[src/rtl/pci_bar_pkg.sv]
package pci_bar_pkg;
  localparam int unsigned BAR_W    = 32;
  localparam int unsigned LANES    = BAR_W / 8;
  localparam int unsigned INFO_W   = 4;
  localparam int unsigned MIN_SIZE = 16;

  typedef logic [BAR_W-1:0] bar_word_t;

  function automatic bar_word_t addr_mask(input int unsigned size_log2);
    return ~((bar_word_t'(1) << size_log2) - bar_word_t'(1));
  endfunction

  function automatic bar_word_t info_bits(input bit prefetch);
    bar_word_t w;
    w = '0;
    w[3] = prefetch;
    return w;
  endfunction
endpackage

[src/rtl/pci_bar_store.sv]
module pci_bar_store
  import pci_bar_pkg::*;
#(
  parameter int unsigned SIZE_LOG2 = 12
) (
  input  logic             clk_i,
  input  logic             rst_ni,
  input  logic             wr_i,
  input  logic [LANES-1:0] be_i,
  input  bar_word_t        wdata_i,
  output bar_word_t        base_o
);
  localparam bar_word_t WMASK = addr_mask(SIZE_LOG2);

  bar_word_t base_q;

  for (genvar l = 0; l < LANES; l++) begin : g_lane
    always_ff @(posedge clk_i or negedge rst_ni) begin
      if (!rst_ni) begin
        base_q[l*8 +: 8] <= '0;
      end else if (wr_i && be_i[l]) begin
        base_q[l*8 +: 8] <= wdata_i[l*8 +: 8] & WMASK[l*8 +: 8];
      end
    end


    lane_hold_chk: assert property (@(posedge clk_i) disable iff (!rst_ni)
      !(wr_i && be_i[l]) |=> base_q[l*8 +: 8] == $past(base_q[l*8 +: 8]));
  end

  assign base_o = base_q;


  full_write_chk: assert property (@(posedge clk_i) disable iff (!rst_ni)
    (wr_i && &be_i) |=> base_q == ($past(wdata_i) & WMASK));


  idle_stable_chk: assert property (@(posedge clk_i) disable iff (!rst_ni)
    !wr_i |=> $stable(base_q));
endmodule

[src/rtl/pci_bar_readback.sv]
module pci_bar_readback
  import pci_bar_pkg::*;
#(
  parameter int unsigned SIZE_LOG2 = 12,
  parameter bit          PREFETCH  = 1'b0
) (
  input  logic      clk_i,
  input  logic      rst_ni,
  input  logic      rd_i,
  input  bar_word_t base_i,
  output bar_word_t rdata_o
);
  localparam bar_word_t WMASK = addr_mask(SIZE_LOG2);
  localparam bar_word_t INFO  = info_bits(PREFETCH);

  bar_word_t rdata_q;

  always_ff @(posedge clk_i or negedge rst_ni) begin
    if (!rst_ni) begin
      rdata_q <= INFO;
    end else if (rd_i) begin
      rdata_q <= (base_i & WMASK) | INFO;
    end
  end

  assign rdata_o = rdata_q;


  mem_space_chk: assert property (@(posedge clk_i) disable iff (!rst_ni)
    rd_i |=> rdata_q[0] == 1'b0);


  decode32_chk: assert property (@(posedge clk_i) disable iff (!rst_ni)
    rd_i |=> rdata_q[2:1] == 2'b00);


  prefetch_chk: assert property (@(posedge clk_i) disable iff (!rst_ni)
    rd_i |=> rdata_q[3] == PREFETCH);


  rdata_hold_chk: assert property (@(posedge clk_i) disable iff (!rst_ni)
    !rd_i |=> $stable(rdata_q));
endmodule

[src/rtl/pci_bar_decode.sv]
module pci_bar_decode
  import pci_bar_pkg::*;
#(
  parameter int unsigned SIZE_LOG2 = 12
) (
  input  logic      mem_en_i,
  input  bar_word_t mem_addr_i,
  input  bar_word_t base_i,
  output logic      hit_o
);
  localparam bar_word_t WMASK = addr_mask(SIZE_LOG2);

  // only bits at or above the region size take part in the compare
  always_comb begin
    hit_o = mem_en_i && (((mem_addr_i ^ base_i) & WMASK) == '0);
  end
endmodule

[src/rtl/pci_mem_bar.sv]
module pci_mem_bar
  import pci_bar_pkg::*;
#(
  parameter int unsigned REGION_BYTES = 4096,
  parameter bit          PREFETCH     = 1'b0
) (
  input  logic        clk_i,
  input  logic        rst_ni,
  input  logic        cfg_wr_i,
  input  logic        cfg_rd_i,
  input  logic [3:0]  cfg_be_i,
  input  logic [31:0] cfg_wdata_i,
  output logic [31:0] cfg_rdata_o,
  input  logic        mem_en_i,
  input  logic [31:0] mem_addr_i,
  output logic [31:0] base_o,
  output logic        hit_o
);
  localparam int unsigned SIZE_LOG2 = $clog2(REGION_BYTES);
  localparam bar_word_t   LOW_MASK  = ~addr_mask(SIZE_LOG2);

  bar_word_t base_w;
  logic      hit_w;

  pci_bar_store #(.SIZE_LOG2(SIZE_LOG2)) u_store (
    .clk_i   (clk_i),
    .rst_ni  (rst_ni),
    .wr_i    (cfg_wr_i),
    .be_i    (cfg_be_i),
    .wdata_i (cfg_wdata_i),
    .base_o  (base_w)
  );

  pci_bar_readback #(.SIZE_LOG2(SIZE_LOG2), .PREFETCH(PREFETCH)) u_readback (
    .clk_i   (clk_i),
    .rst_ni  (rst_ni),
    .rd_i    (cfg_rd_i),
    .base_i  (base_w),
    .rdata_o (cfg_rdata_o)
  );

  pci_bar_decode #(.SIZE_LOG2(SIZE_LOG2)) u_decode (
    .mem_en_i   (mem_en_i),
    .mem_addr_i (mem_addr_i),
    .base_i     (base_w),
    .hit_o      (hit_w)
  );

  assign base_o = base_w;
  assign hit_o  = hit_w;


  hit_gated_chk: assert property (@(posedge clk_i) disable iff (!rst_ni)
    hit_o |-> mem_en_i);


  aligned_read_chk: assert property (@(posedge clk_i) disable iff (!rst_ni)
    cfg_rd_i |=> (cfg_rdata_o & LOW_MASK & ~bar_word_t'(32'hF)) == '0);


  own_base_hit_chk: assert property (@(posedge clk_i) disable iff (!rst_ni)
    (mem_en_i && mem_addr_i == base_o) |-> hit_o);
endmodule

[config.mk]
export PLATFORM = sky130hd
export DESIGN_NAME = pci_mem_bar
export DESIGN_NICKNAME = d
export VERILOG_FILES = /design/src/rtl/pci_bar_pkg.sv /design/src/rtl/pci_bar_store.sv /design/src/rtl/pci_bar_readback.sv /design/src/rtl/pci_bar_decode.sv /design/src/rtl/pci_mem_bar.sv
export SDC_FILE = /design/constraint.sdc
export NUM_CORES = 1
export LEC_CHECK = 0
export BUFFER_PORTS_ARGS = -buffer_cell sky130_fd_sc_hd__buf_2
export CAP_MARGIN = 20
export CORE_MARGIN = 2
export CORE_UTILIZATION = 36
export DETAILED_ROUTE_END_ITERATION = 8
export GPL_TIMING_DRIVEN = 0
export PLACE_DENSITY = 0.85
export SYNTH_ARGS = -nofsm -noshare
export SYNTH_HDL_FRONTEND = slang
export SYNTH_SLANG_ARGS = --single-unit
[constraint.sdc]
create_clock -name clk_i -period 1.3 [get_ports clk_i]
set_clock_uncertainty 0.15 [all_clocks]
set_input_delay 0.13 -clock clk_i [delete_from_list [all_inputs] [get_ports clk_i]]
set_output_delay 0.13 -clock clk_i [all_outputs]
set_load 0.005 [all_outputs]
# Word-level counts from Yosys, hierarchy flattened
# Cells that the tools add are included.
[totals] regBits=40 latchBits=0 mem_bits_rw=0 rom_bits=0 output_inout_bits=65 word_cells=10 memories=0
[op_classes] addsub=0 n_mul=0 n_div=0 magnitude_cmp=0 n_eq_ne=0 shifts=0 mux=0 n_bitwise=1 reduce_logical=5
[ops] op="32-bit zero test" count=1
[ops] op="32-bit bitwise XOR" count=1
[ops] op="1-bit logical AND" count=4

# Depth between registers and ports, before layout
# Gate-level depths: netlist of run 1.
[depth] ltp_word=3 depth_mapped=4 depth_no_buf=4

# Hierarchy
# From an unflattened synthesis of run 1, not the netlist that was laid out.
[unflattened] cells_unflattened=138 hier_area_um2=1976.9
[modules_own_cells] module="pci_bar_readback" n_inst=1 cells_each=55 area_each_um2=917.1 seq_area_each_um2=500.5
[modules_own_cells] module="pci_bar_store" n_inst=1 cells_each=56 area_each_um2=835.8 seq_area_each_um2=500.5
[modules_own_cells] module="pci_bar_decode" n_inst=1 cells_each=27 area_each_um2=224.0 seq_area_each_um2=0.0

# Worst setup path after synthesis of run 1
# No wires, ideal clock.
[synth_timing] path_kind="register to output" startpoint="reg u_store.base_q[29], in the netlist u_store.base_o[29]" endpoint="out hit_o" arrival_time_ns=1.177 required_ns=1.020 setup_slack_ns=-0.157 stages_incl_launch_ff=5 cell_sequence="dfrtp_1 xor2_1 nor4_1 nand4_1 nor4_2"
[synth_via] elab_chain_len=3
[synth_rtl] item="start, declared" line="pci_bar_store.sv:15" source="bar_word_t base_q;"
[synth_rtl] item="start signal, assigned by index" line="pci_bar_store.sv:22" source="base_q[l*8 +: 8] <= wdata_i[l*8 +: 8] & WMASK[l*8 +: 8];"
[synth_rtl] item="32-bit bitwise XOR" line="pci_bar_decode.sv:15" source="hit_o = mem_en_i && (((mem_addr_i ^ base_i) & WMASK) == '0);"
[synth_rtl] item="32-bit zero test" line="pci_bar_decode.sv:15"
[synth_rtl] item="1-bit logical AND" line="pci_bar_decode.sv:15"
[synth_rtl] item="end, declared" line="pci_mem_bar.sv:17" source="output logic hit_o"
# No other way between the ends.

# Final worst setup path of run 1
# Ends and elaborated chain as after synthesis.

==> results of run 1 <==
[through the flow]
| stage | hold slack (ns) | setup WS, ns | setup TNS (ns) | util, % | power [uW] |
|---|---|---|---|---|---|
| floorplan | -0.316 | -0.117 | -0.117 | - | 2040 |
| global placement | 0.148 | -0.470 | -0.470 | 49.1 | 2400 |
| detailed placement | 0.161 | -0.489 | -0.489 | 49.1 | 2430 |
| CTS | -0.150 | -0.675 | -0.675 | 55.4 | 3370 |
| global route | -0.116 | -0.751 | -0.751 | 55.4 | 3530 |
| finish | -0.192 | -0.636 | -0.636 | 55.4 | 3320 |
[per-layer routing]
layer | up-vias | wire [um]
met4 | 0 | 122
li1 | 701 | -
met3 | 10 | 263
met1 | 709 | 1770
met2 | 65 | 2520
met5 | - | 0
[layout by cell type (no fill, tap or decap), drive strengths merged]
cell and instances:
xnor2 12, nand2 3, conb 24, dfrtp 40
clkbuf 8, xor2 8, buf 116, mux2 40
nor4 3, nand3 1, dlygate4sd3 20, nand4 3
[worst min path at each step]
stage	slack, ns	end	cells after the start
2_1_floorplan	-0.32	u_readback.rdata_o[12]	0
3_3_place_gp	0.15	u_readback.rdata_o[24]	1
3_5_place_dp	0.16	u_readback.rdata_o[31]	1
4_1_cts	-0.15	u_readback.rdata_o[17]	1
5_1_grt	-0.12	u_store.base_o[24]	1
6_report	-0.19	u_store.base_o[29]	1
[repair_timing]
action	CTS	global route
pin swaps	6	3
gates resized for setup	1	0
hold endpoints to repair	60	40
buffers inserted	3	0
setup endpoints to repair	1	1
[sequential cells by signal, indices dropped and copies added, names as in the netlist]
name,count
u_readback.rdata_o,20
u_store.base_o,20
[layout make-up]
| type | instances | area share [%] |
|---|---|---|
| clock buffers | 8 | 3.21 |
| well taps | 70 | 3.12 |
| plain buffers | 26 | 6.77 |
| flip-flops and latches | 40 | 35.6 |
| multi-input cells | 94 | 27.8 |
| repair buffers | 110 | 23.4 |
[power breakdown]
group / switching [uW] / internal (uW)
registers: 158 / 1460
clock network: 409 / 433
logic: 329 / 533
[worst reg2reg max path: stages (launching register included)]
cell	delay, ns
sky130_fd_sc_hd__dfrtp_1	0.40
sky130_fd_sc_hd__buf_4	0.15
sky130_fd_sc_hd__mux2_2	0.26
[cell families (layout without fill, tap and decap cells)]
kind of cell,Yosys count,count (layout),synth area share [%]
other,1,24,0.199
AND/OR/NAND/NOR,10,10,3.19
flip-flops,40,40,53.2
multiplexers,40,40,24.0
buffers and inverters,26,144,10.1
XOR/XNOR,20,20,9.31
==> metrics.txt, run 1 <==
status finished with violations; violations in the final reports hold timing, setup timing; DR vias/cell about 4.3; remaining number of nets flagged by the antenna check after routing 0; CP Max Fanout 2; proportion of synthesized flip-flops having asynchronous set or reset 100%; max-capacitance violation count 0; highest ir drop seen on vdd ~0.63 mV; wire length per cell approximately 13 um; r2r setup slk 0.23 ns; distinct cell type count of the synthesized netlist 12; Max clock buf depth 2; boundary pin count around 140; Post-route DRC 0; worst slew margin relative to its limit 40.0%; layout-stage area growth over the synthesis result 49.4%; number of levels the H-tree was split into 2; total global routing track utilization 16.8%; Final Non-Filler Cells between 300 and 400; post-route worst hold slack -0.192 ns; Initial Util between 30% and 40%; Final period util 149%; full die area between 5000 and 6000 um^2; slew at the pin closest to its max-slew limit 0.900 ns; most numerous cell types in the synthesized netlist sky130_fd_sc_hd__dfrtp_1 (40), sky130_fd_sc_hd__mux2_2 (40), sky130_fd_sc_hd__buf_4 (24); Post-synth EDFFs 0; number of cells in the design after placement 317; logic depth of the worst setup path including buffers 5; number of fillers in the final layout 469; worst min-delay path class input port to asynchronous set/reset pin; data required time of the critical path about 1.0 ns; final non-filler cell area 2810 um^2; buffers plus inverters on the worst setup path 1; quantity of hold-fixing buffers added after cts 20; Setup crit end kind primary output; clock latency reported for the late side of the worst-skew pair 0.28 ns; Seq cells post-synth 40; cell type with the highest aggregate area in the netlist sky130_fd_sc_hd__dfrtp_1; final critical path time including I/O delays and setup between 1.5 and 2 ns; Top Family by Delay on Critical Path simple AND/OR/NAND/NOR gates; Syn Area/Cell around 14 um^2; Sink Count 40; met1 usage about 18%; share of synthesized area occupied by flip-flops and latches between 50% and 60%; Sequential Area ~1000 um^2; leak pwr between 0.001 and 0.0015 uW; initial antenna violation count 0; clock root buffer sky130_fd_sc_hd__clkbuf_8; vertical die dimension between 70 and 80 um; Total Wirelength around 4700 um; global routing met3 resource utilization under 10%; fraction of final layout cells sized beyond drive strength 1 a little under 60%; cell with the biggest individual delay on the critical path sky130_fd_sc_hd__dfrtp_1; clock-pin transition on the worst setup and hold timing paths 0.08 ns; category of the worst setup path launch point flop; Max Freq around 0.52 GHz; synthesized instance count between 100 and 150; clock tree from TritonCTS built; area of combinational cells with multiple inputs between 700 and 800 um^2; capture instance of the worst register-to-register path u_store.base_o[13]; source of the worst register-to-register timing path u_store.base_o[13]; smallest setup slack after layout -0.636 ns; vias in the first global route between 1500 and 2000; largest stage delay on the critical path about 0.4 ns; setup-violating endpoint count in the final report 1; overall via count from detail_route ~1500; grt met2 use between 30% and 40%; maximum number of pins on one net before global-route repair 41; DRT iter0 DRCs 48; Worst EP arrival 1.66 ns; total placed instance area approximately 2500 um^2; critical path, cell by cell xor2_1, nor4_2, nand4_1, nor4_2, buf_2; Placement Rows 26; HPWL reported at the end of detailed placement around 3300 um; cell occurring most often along the worst timing path sky130_fd_sc_hd__nor4_2; hold violation count in the final report 40; Crit Path Class flop to primary output; share of the synthesized area in the top cell type a little over half; Pwr Density 1180 nW/um^2; global-route wire length before repair approximately 7600 um; top_reg_cell synth sky130_fd_sc_hd__dfrtp_1; count of synthesis-stage warnings from yosys 0; netlist area before placement 1880 um^2; Worst Reg-to-Reg Cells 2; Die Wd between 70 and 80 um; total of buffers placed on input and output ports between 80 and 90; Core Region between 5000 and 6000 um^2; First-pass DRT Iterations 4; number of antenna diodes 0; unrepaired setup endpoints after global routing yes; crit path launch u_store.base_o[29]; weighted congestion reported at the end of routability-driven placement approximately 0.78; Final Net Count 350; Top Usage Layer GRT met2; total count of max-transition violations in the final report 0; number of buffers inserted during clock tree synthesis 5; biggest area contributors in the synthesized netlist sky130_fd_sc_hd__dfrtp_1 (53%), sky130_fd_sc_hd__mux2_2 (24%), sky130_fd_sc_hd__buf_4 (9.6%); capture point of the critical path hit_o; Congestion Overflow GR 0
Power figures use the tool's default switching activity.
==> run 2: changes to the inputs <==
- ABC_AREA: unset -> 1
- CORE_UTILIZATION: 36 -> 37
- PLACE_DENSITY: 0.85 -> 0.86
- REMOVE_ABC_BUFFERS: unset -> 1
==> run 2 against run 1 <==
- the run still ends with hold timing, setup timing left
- non-clock buffer count down 27
- critical path type unchanged
- sequential power down 4%
- wire length up 5.1%
- critical path depth up 3
- global-route usage down 0.55 points
- cell area down 3.9%
- register-to-register slack about the same
- highest routed layer unchanged
- utilization down 3.5 points
==> metrics.txt, run 2 <==
status finished with violations; violations in the final reports hold timing, setup timing; boundary pin count 138; total placed instance area 2410 um^2; clock-pin transition on the worst setup and hold timing paths 0.07 ns; First-pass DRT Iterations 4; number of levels the H-tree was split into 2; full die area 6070 um^2; most numerous cell types in the synthesized netlist sky130_fd_sc_hd__nand2_1 (41), sky130_fd_sc_hd__dfrtp_1 (40), sky130_fd_sc_hd__nor2_1 (38); total global routing track utilization about 16%; quantity of hold-fixing buffers added after cts 20; remaining number of nets flagged by the antenna check after routing 0; logic depth of the worst setup path including buffers 8; slew at the pin closest to its max-slew limit just under 0.9 ns; combinational family with the most area after synthesis buffers and inverters; vertical die dimension 77.9 um; Max Freq approximately 0.59 GHz; clock tree from TritonCTS built; Die Wd about 78 um; XOR/XNOR share of the synthesized area less than 1%; Final period util 130%; netlist area before placement 2020 um^2; Top Family by Delay on Critical Path simple AND/OR/NAND/NOR gates; Worst Reg-to-Reg Cells 2; proportion of synthesized flip-flops having asynchronous set or reset between 90% and 100%; global-route wire length before repair about 7700 um; Max clock buf depth 2; HPWL reported at the end of detailed placement ~3500 um; clock latency reported for the late side of the worst-skew pair 0.29 ns; overall via count from detail_route ~1800; distinct cell type count of the synthesized netlist 20; share of the synthesized area in the top cell type 49.5%; compound-cell area share of the yosys netlist 7.05%; number of buffers inserted during clock tree synthesis 5; data required time of the critical path a little over 1 ns; Pwr Density 1150 nW/um^2; Post-route DRC 0; Syn Area/Cell approximately 8.9 um^2; maximum number of pins on one net before global-route repair 41; mux cell area share after synthesis between 10% and 20%; worst slew margin relative to its limit about two fifths; wire length per cell around 12 um; top_reg_cell synth sky130_fd_sc_hd__dfrtp_1; DRT iter0 DRCs a little over 50; post-route worst hold slack -0.186 ns; total of buffers placed on input and output ports 88; critical path, cell by cell nor2_1, nor2_1, nor2_1, nand2_1, nor2_1, nand2_1, nor2_2, buf_2; fraction of final layout cells sized beyond drive strength 1 34.7%; cell with the biggest individual delay on the critical path sky130_fd_sc_hd__dfrtp_1; cell occurring most often along the worst timing path sky130_fd_sc_hd__nor2_1; buffers plus inverters on the worst setup path 1; Placement Rows 26; Crit Path Class flop to primary output; Total Wirelength around 4900 um; hold violation count in the final report 40; smallest setup slack after layout -0.395 ns; fraction of the mapped netlist area in simple logic gates ~16%; Sink Count 40; Worst EP arrival around 1.4 ns; cell type with the highest aggregate area in the netlist sky130_fd_sc_hd__dfrtp_1; initial antenna violation count 0; leak pwr 0.00146 uW; unrepaired setup endpoints after global routing yes; max-capacitance violation count 0; biggest area contributors in the synthesized netlist sky130_fd_sc_hd__dfrtp_1 (50%), sky130_fd_sc_hd__buf_4 (9.7%), sky130_fd_sc_hd__mux2_2 (7.8%); DR vias/cell approximately 4.3; post-cts repair resize count 0; layout-stage area growth over the synthesis result 33.5%; Initial Util between 30 and 40%; adder-cell area share of the yosys netlist 0%; total count of max-transition violations in the final report 0; Setup crit end kind primary output; most common library cell in the layout ignoring fill and taps sky130_fd_sc_hd__buf_2; number of antenna diodes 0; largest stage delay on the critical path 0.41 ns; worst min-delay path class input port to asynchronous set/reset pin; clock root buffer sky130_fd_sc_hd__clkbuf_8; final critical path time including I/O delays and setup approximately 1.7 ns; vias in the first global route approximately 1700; CP Max Fanout 4; Congestion Overflow GR 0; Seq cells post-synth 40; share of synthesized area occupied by flip-flops and latches 49.5%; final non-filler cell area roughly 2700 um^2; count of synthesis-stage warnings from yosys 0; category of the worst setup path launch point flop; setup-violating endpoint count in the final report 1; highest ir drop seen on vdd roughly 0.76 mV; most numerous cell in the Yosys netlist sky130_fd_sc_hd__nand2_1; most used cells in the layout excluding fill and tap cells sky130_fd_sc_hd__buf_2 (88), sky130_fd_sc_hd__nand2_1 (41), sky130_fd_sc_hd__dfrtp_1 (40); weighted congestion reported at the end of routability-driven placement 0.763; Post-synth EDFFs 0; synthesized instance count between 200 and 250; Core Region roughly 5200 um^2; Final Net Count 410
run 2: path summary, 6_finish.rpt:
kind	slack, ns	startpoint	to
worst min register to register	0.35	u_readback.rdata_o[25]	u_readback.rdata_o[25]
min in group clk_i	0.08	cfg_be_i[1]	u_store.base_o[13]
worst max-delay path	-0.39	u_store.base_o[20]	hit_o
worst max register to register	0.23	u_store.base_o[20]	u_readback.rdata_o[20]
worst min-delay path	-0.19	rst_ni	u_readback.rdata_o[13]
max in group asynchronous	0.63	rst_ni	u_readback.rdata_o[14]
run 2: cell families after synthesis:
group           after synthesis
flops                        40
mux                          18
xor+xnor                      2
buf+inv                      55
compound gates               28
simple gates                 83
other cells                   1
run 2: final cells by class:
cell class | instances | area (um^2)
inverters | 26 | 97.6
clock inverters | 1 | 5.00
repair buffers | 109 | 648
well taps | 70 | 87.6
multi-input cells | 155 | 787
fillers | 478 | 2510
clock buffers | 6 | 72.6
flip-flops and latches | 40 | 1000
run 2: what timing repair did:
action | CTS | global route
pin swaps | 2 | 1
setup endpoints to repair | 1 | 1
hold endpoints to repair | 60 | 40
setup buffers | 1 | 0
run 2: per-layer routing:
metal,vias up,part of all wire [%],global-route usage [%]
li1,873,-,-
met1,817,41,19.0
met2,78,52,29.1
met3,2,6.8,4.53
met4,0,0.35,4.74
met5,-,0,0
run 2: where the power goes:
group	switching [uW]	internal (uW)	total, uW
Sequential	134	1430	1560
Clock	405	365	769
Combinational	363	399	761
run 2: through the flow:
step | instances | total power, uW | setup WS [ns] | setup TNS, ns | utilization (%)
2_1_floorplan | 221 | 1920 | 0.128 | 0 | -
3_3_place_gp | 379 | 2270 | -0.0989 | -0.137 | 46.4
3_5_place_dp | 379 | 2300 | -0.118 | -0.225 | 46.4
4_1_cts | 407 | 3130 | -0.424 | -0.424 | 51.9
5_1_grt | 407 | 3320 | -0.571 | -0.571 | 51.9
6_report | 407 | 3090 | -0.395 | -0.395 | 51.9
